### src/rtl/edge_stamp_pkg.sv
package edge_stamp_pkg;

    localparam int unsigned DEF_CNT_W        = 16;
    localparam int unsigned DEF_SYNC_STAGES  = 2;
    localparam int unsigned DEF_FILT_SAMPLES = 4;

    typedef enum logic {
        POL_FALL = 1'b0,
        POL_RISE = 1'b1
    } edge_pol_e;

    typedef struct packed {
        logic rise;
        logic fall;
    } edge_pair_t;

    typedef struct packed {
        logic raw;
        logic clean;
    } level_pair_t;

    function automatic edge_pair_t find_edges(input logic cur, input logic prev);
        edge_pair_t e;
        e.rise = cur & ~prev;
        e.fall = ~cur & prev;
        return e;
    endfunction

    function automatic logic pick_edge(input edge_pair_t e, input edge_pol_e pol);
        logic hit;
        case (pol)
            POL_RISE: hit = e.rise;
            default:  hit = e.fall;
        endcase
        return hit;
    endfunction

endpackage

### src/rtl/es_sync.sv
module es_sync #(
    parameter int unsigned STAGES  = edge_stamp_pkg::DEF_SYNC_STAGES,
    parameter logic        RST_LVL = 1'b0
) (
    input  logic clk,
    input  logic rst,
    input  logic d,
    output logic q
);

    for (genvar i = 0; i < STAGES; i++) begin : g_stage
        logic nxt;
        logic q_r;
        if (i == 0) begin : g_first
            assign nxt = d;
        end else begin : g_rest
            assign nxt = g_stage[i-1].q_r;
        end
        always_ff @(posedge clk) begin
            if (rst) q_r <= RST_LVL;
            else     q_r <= nxt;
        end
    end

    assign q = g_stage[STAGES-1].q_r;

endmodule

### src/rtl/es_filter.sv
module es_filter #(
    parameter int unsigned SAMPLES = edge_stamp_pkg::DEF_FILT_SAMPLES,
    parameter logic        RST_LVL = 1'b0
) (
    input  logic clk,
    input  logic rst,
    input  logic d,
    output logic q
);

    localparam int unsigned HIST_W = SAMPLES - 1;

    logic [HIST_W-1:0] hist;
    logic              lvl_q;
    logic              agree;

    // The new sample and every stored sample must carry the same level.
    always_comb begin
        agree = 1'b1;
        for (int i = 0; i < HIST_W; i++) begin
            if (hist[i] != d) agree = 1'b0;
        end
    end

    if (HIST_W == 1) begin : g_short
        always_ff @(posedge clk) begin
            if (rst) hist <= RST_LVL;
            else     hist <= d;
        end
    end else begin : g_long
        always_ff @(posedge clk) begin
            if (rst) hist <= {HIST_W{RST_LVL}};
            else     hist <= {hist[HIST_W-2:0], d};
        end
    end

    always_ff @(posedge clk) begin
        if (rst)        lvl_q <= RST_LVL;
        else if (agree) lvl_q <= d;
    end

    assign q = lvl_q;

endmodule

### src/rtl/es_edge.sv
module es_edge
    import edge_stamp_pkg::*;
#(
    parameter logic RST_LVL = 1'b0
) (
    input  logic clk,
    input  logic rst,
    input  logic raw,
    input  logic clean,
    input  logic use_clean,
    input  logic pol,
    output logic hit
);

    level_pair_t cur;
    level_pair_t prev;
    edge_pair_t  e_raw;
    edge_pair_t  e_clean;
    edge_pair_t  e_sel;

    assign cur.raw   = raw;
    assign cur.clean = clean;

    // Both paths keep their own history, so changing the source or the
    // polarity never compares levels that belong to different paths.
    always_ff @(posedge clk) begin
        if (rst) prev <= '{raw: RST_LVL, clean: RST_LVL};
        else     prev <= cur;
    end

    always_comb begin
        e_raw   = find_edges(cur.raw, prev.raw);
        e_clean = find_edges(cur.clean, prev.clean);
        e_sel   = use_clean ? e_clean : e_raw;
        hit     = pick_edge(e_sel, edge_pol_e'(pol));
    end

endmodule

### src/rtl/es_capture.sv
module es_capture #(
    parameter int unsigned CNT_W = edge_stamp_pkg::DEF_CNT_W
) (
    input  logic             clk,
    input  logic             rst,
    input  logic             hit,
    input  logic             enable,
    input  logic             clr,
    input  logic [CNT_W-1:0] counter,
    output logic [CNT_W-1:0] value,
    output logic             flag
);

    logic             take;
    logic [CNT_W-1:0] value_q;
    logic             flag_q;

    assign take = hit & enable;

    always_ff @(posedge clk) begin
        if (rst) begin
            value_q <= '0;
            flag_q  <= 1'b0;
        end else begin
            if (take) value_q <= counter;
            if (take)     flag_q <= 1'b1;
            else if (clr) flag_q <= 1'b0;
        end
    end

    assign value = value_q;
    assign flag  = flag_q;

endmodule

### src/rtl/edge_stamp_capture.sv
module edge_stamp_capture
    import edge_stamp_pkg::*;
#(
    parameter int unsigned CNT_W        = DEF_CNT_W,
    parameter int unsigned SYNC_STAGES  = DEF_SYNC_STAGES,
    parameter int unsigned FILT_SAMPLES = DEF_FILT_SAMPLES,
    parameter logic        PIN_RST      = 1'b0
) (
    input  logic             clk,
    input  logic             rst,
    input  logic             cap_pin,
    input  logic [CNT_W-1:0] counter,
    input  logic             cap_en,
    input  logic             flt_en,
    input  logic             edge_sel,
    input  logic             flag_clr,
    input  logic             irq_en,
    output logic [CNT_W-1:0] cap_value,
    output logic             cap_flag,
    output logic             cap_irq
);

    logic sync_lvl;
    logic filt_lvl;
    logic edge_hit;

    es_sync #(
        .STAGES  (SYNC_STAGES),
        .RST_LVL (PIN_RST)
    ) u_sync (
        .clk (clk),
        .rst (rst),
        .d   (cap_pin),
        .q   (sync_lvl)
    );

    es_filter #(
        .SAMPLES (FILT_SAMPLES),
        .RST_LVL (PIN_RST)
    ) u_filter (
        .clk (clk),
        .rst (rst),
        .d   (sync_lvl),
        .q   (filt_lvl)
    );

    es_edge #(
        .RST_LVL (PIN_RST)
    ) u_edge (
        .clk       (clk),
        .rst       (rst),
        .raw       (sync_lvl),
        .clean     (filt_lvl),
        .use_clean (flt_en),
        .pol       (edge_sel),
        .hit       (edge_hit)
    );

    es_capture #(
        .CNT_W (CNT_W)
    ) u_capture (
        .clk     (clk),
        .rst     (rst),
        .hit     (edge_hit),
        .enable  (cap_en),
        .clr     (flag_clr),
        .counter (counter),
        .value   (cap_value),
        .flag    (cap_flag)
    );

    assign cap_irq = cap_flag & irq_en;

endmodule

### config.mk
export PLATFORM = sky130hd
export DESIGN_NAME = edge_stamp_capture
export DESIGN_NICKNAME = d
export VERILOG_FILES = /design/src/rtl/edge_stamp_pkg.sv /design/src/rtl/es_sync.sv /design/src/rtl/es_filter.sv /design/src/rtl/es_edge.sv /design/src/rtl/es_capture.sv /design/src/rtl/edge_stamp_capture.sv
export SDC_FILE = /design/constraint.sdc
export NUM_CORES = 1
export LEC_CHECK = 0
export CAP_MARGIN = 20
export CORE_AREA = 4 4 54 56
export CTS_CLUSTER_DIAMETER = 80
export DETAILED_ROUTE_END_ITERATION = 10
export DIE_AREA = 0 0 58 60
export HOLD_SLACK_MARGIN = 0.02
export PLACE_DENSITY_LB_ADDON = 0.3
export SLEW_MARGIN = 10
export SYNTH_ARGS = -nofsm -noshare
export SYNTH_HDL_FRONTEND = slang
export SYNTH_SLANG_ARGS = --single-unit
### constraint.sdc
create_clock -name clk -period 4.2 [get_ports clk]
set_clock_uncertainty 0.1 [all_clocks]
set_input_delay 0.84 -clock clk [delete_from_list [all_inputs] [get_ports clk]]
set_output_delay 0.84 -clock clk [all_outputs]
set_load 0.05 [all_outputs]
Word-level counts from Yosys, hierarchy flattened
Cells that the tools add are included.
{"block": "op_classes", "n_addsub": 0, "n_mul": 0, "n_div": 0, "order_cmp": 0, "eq_ne": 3, "n_shift": 0, "mux": 7, "bitwise": 10, "reduce_logical": 1}
{"operator": "$and 1x1->1", "n": 6}
{"operator": "$mux 1", "n": 6}
{"operator": "$not 1->1", "n": 4}
{"operator": "$ne 1x1->1", "n": 3}
{"operator": "$mux 2", "n": 1}
{"operator": "$reduce_bool 2->1", "n": 1}
{"block": "word_totals", "reg_bits": 25, "latch_bits": 0, "ram_bits": 0, "rom_bits": 0, "input_bits": 24, "out_inout_bits": 18, "mem_count": 0}

Depth between registers and ports, before layout
{"block": "depth", "ltp_word": 6, "ltp_mapped": 8}

By module
Synthesis repeated with hierarchy kept, for this count alone.
{"block": "hier_totals", "hier_cells": 104, "hier_area_um2": 1084.8}
{"mod": "es_capture", "instances": 1, "cells_per_inst": 78, "area_per_inst_um2": 802.0}
{"mod": "es_filter", "instances": 1, "cells_per_inst": 10, "area_per_inst_um2": 126.4}
{"mod": "es_edge", "instances": 1, "cells_per_inst": 11, "area_per_inst_um2": 97.6}
{"mod": "es_sync", "instances": 1, "cells_per_inst": 4, "area_per_inst_um2": 52.6}
{"mod": "edge_stamp_capture", "instances": 1, "cells_per_inst": 1, "area_per_inst_um2": 6.3}

Least setup slack after synthesis
OpenSTA, ideal clock, no wires.
{"block": "synth_timing", "path_type": "input to output", "startpoint": "input port irq_en", "endpoint": "output port cap_irq", "arrival_ns": 1.252, "required_ns": 3.260, "setup_slack_ns": 2.008, "stages": 1, "path_buffers": 0, "path_cell_list": "and2_1"}
{"block": "synth_between", "elab_chain_len": 1}
{"item": "from (decl)", "line": "edge_stamp_capture.sv:17", "rtl": "input logic irq_en,"}
{"item": "$and 1x1->1", "line": "edge_stamp_capture.sv:72", "rtl": "assign cap_irq = cap_flag & irq_en;"}
{"item": "to (decl)", "line": "edge_stamp_capture.sv:20", "rtl": "output logic cap_irq"}
Every way passes these cells.

Worst setup path in the final report
Ends and elaborated chain as after synthesis.

==> flow_summary.json <==
{
  "synth_seq_area_share": 0.4615,
  "cts_sinks": 24,
  "syn_avg_cell_area_um2": 10.11,
  "syn-num-nets": 129,
  "vdd_ir_drop_max_mv": 0.2312,
  "die_width_um": 58,
  "relSlewSlack": 0.3322,
  "drive_gt1_frac": 0.02817,
  "place_ws_ps": 1042,
  "final-setup-viol-count": 0,
  "power.switching_w": 0.0001130,
  "wl_per_cell_um": 11.66,
  "wl_met2_um": 1065,
  "synthCells": 103,
  "grt_start_max_net_pins": 41,
  "place_area_um2": 1443,
  "final_cell_area_um2": 1479,
  "die_h_um": 60,
  "clockBufferDepth": 2,
  "p_seq_frac": 0.538,
  "p_leak_nw": 0.5345,
  "synthesis.area_um2": 1041,
  "intPower_w": 0.0003324,
  "grt_pass1_vias": 823,
  "start_util": 0.4280,
  "layout_common_cells": "41 x clkdlybuf4s50_1, 32 x nand2b_1, 24 x dfxtp_1",
  "core_um2": 2432,
  "htreeDepth": 1,
  "wl_um": 2006,
  "drt_iter0_drc": 6,
  "cts_setup_buffers": 0,
  "fin_setup_tns_ps": 0,
  "cts_hold_buffers": 0,
  "dr.pass1.iters": 2,
  "cp-end-kind": "output port",
  "via_per_inst": 4.733,
  "crit_type": "primary input to output port",
  "maxUsedRoutingLayer": "met4",
  "overflow": 0,
  "num_rows": 18,
  "cts_tree": "done",
  "regToRegSetupSlack_ps": 2110,
  "final_cell_count_no_fill": 172,
  "ys_ff_latch": 24,
  "critPathLaunchType": "primary input",
  "fin_ws_ps": 1046,
  "pwr-share-comb": 0.195,
  "dr_wl_met3_um": 137,
  "drv_slew": 0,
  "crit_path_max_fanout": 1,
  "drt-met1-wl_um": 797,
  "rsz0062_at_grt": "false",
  "antenna_found_initial": 0,
  "worst_slew_pin_slew_ps": 998.5,
  "clk_latency_ps": 310,
  "final_common_cell": "clkdlybuf4s50_1",
  "hold_violations": 0,
  "clkTransAtPathRegs_ps": 130,
  "sw_frac_of_total": 0.2537,
  "dr_total_vias": 814,
  "cp.required_ps": 3260,
  "ios": 42,
  "p_per_area_nw_per_um2": 301.2,
  "die_area_um2": 3480,
  "ys_types": 19,
  "drtAntennaViolNets": 0,
  "syn_to_final_growth_pct": 42.07,
  "finalPower_w": 0.0004454,
  "port-buffer-count": 41,
  "place_hpwl_um": 1522,
  "pwr-share-clk": 0.267,
  "status": "complete, no violations",
  "nets": 169,
  "max_cap_violations": 0,
  "min_period_over_period": 0.7509,
  "grt_pass1_wl_um": 3387,
  "place.gp.congestion": 0.6365,
  "root_buffer": "clkbuf_4",
  "drc": 0,
  "dp.cells": 168,
  "ys.warnings.count": 0,
  "numCtsBuffers": 3,
  "track_usage": 0.1249,
  "ctsResizeCount": 0,
  "worst-endpoint-arrival_ps": 2210,
  "min_period_ps": 3154,
  "diodes": 0,
  "min_path_type": "register to register",
  "max_freq_mhz": 317.1
}
## final timing paths
path,startpoint,endpoint,cells past startpoint
max,irq_en,cap_irq,3
min,u_sync.g_stage[0].q_r,u_sync.q,1
max reg2reg,u_sync.q,u_capture.value[1],6
min reg2reg,u_sync.g_stage[0].q_r,u_sync.q,1
## cells in the mapped netlist, drive strengths merged
cell,n,area share
a311o,1,0.0096
nor2,4,0.014
nand2,1,0.0036
dfxtp,24,0.46
a31oi,1,0.0060
and2,1,0.0060
o221ai,1,0.0084
nand2b,32,0.19
clkbuf,4,0.014
and3,1,0.0060
buf,2,0.030
mux2i,16,0.15
inv,5,0.018
nor3b,1,0.0072
nor2b,5,0.030
o22ai,1,0.0060
ha,2,0.024
a32oi,1,0.0084
## power groups by stage
stage / registers (W) / clock network [W] / logic, W
after floorplan: 0.000267 / 0 / 0.0000287
after global placement: 0.000244 / 0 / 0.0000863
after detailed placement: 0.000245 / 0 / 0.0000878
after CTS: 0.000240 / 0.000125 / 0.0000880
after global routing: 0.000241 / 0.000135 / 0.0000924
final: 0.000239 / 0.000119 / 0.0000869
## kinds of logic (layout without fill, tap and decap cells)
kind of cell               Yosys count  in the layout  share of synthesized area
adders and majority gates            2              2                    0.02403
and+or+nand+nor                     45             45                     0.2596
DFF                                 24             24                     0.4615
AOI/OAI and AO/OA                    5              5                    0.03847
muxes                               16             16                     0.1538
buffers and inverters               11             50                    0.06250
## metal layers
| layer | vias to the layer above | GRT usage |
|---|---|---|
| li1 | 411 | - |
| met1 | 377 | 0.1301 |
| met3 | 2 | 0.04968 |
| met4 | 0 | 0.01987 |
| met5 | - | 0 |
| met2 | 24 | 0.2387 |
## critical path, stage by stage
cell and delay (ps):
clkdlybuf4s50_1 460, and2_1 110, clkdlybuf4s50_1 800
## through the flow
step / utilization / hold WS, ps
2_1_floorplan: - / 313.8
3_3_place_gp: 0.5931 / 324.6
3_5_place_dp: 0.5931 / 336.2
4_1_cts: 0.6080 / 363.1
5_1_grt: 0.6080 / 369.4
6_report: 0.6080 / 361.3
## final cells by class
class | count | area [um^2]
Clock buffer | 4 | 36.28
Fill cell | 212 | 953.4
Inverter | 5 | 18.77
Multi-Input combinational cell | 68 | 495.5
Sequential cell | 24 | 480.5
Tap cell | 30 | 37.54
Timing Repair Buffer | 41 | 410.4
## sequential cells by signal, indices dropped and copies added (netlist names)
register and flops:
u_edge.prev 1, u_filter.hist 3, u_capture.flag 1, u_capture.value 16, u_filter.q 1, u_sync.q 1
u_sync.g_stage.q_r 1
Note: power is estimated with default switching activity, not from simulation.
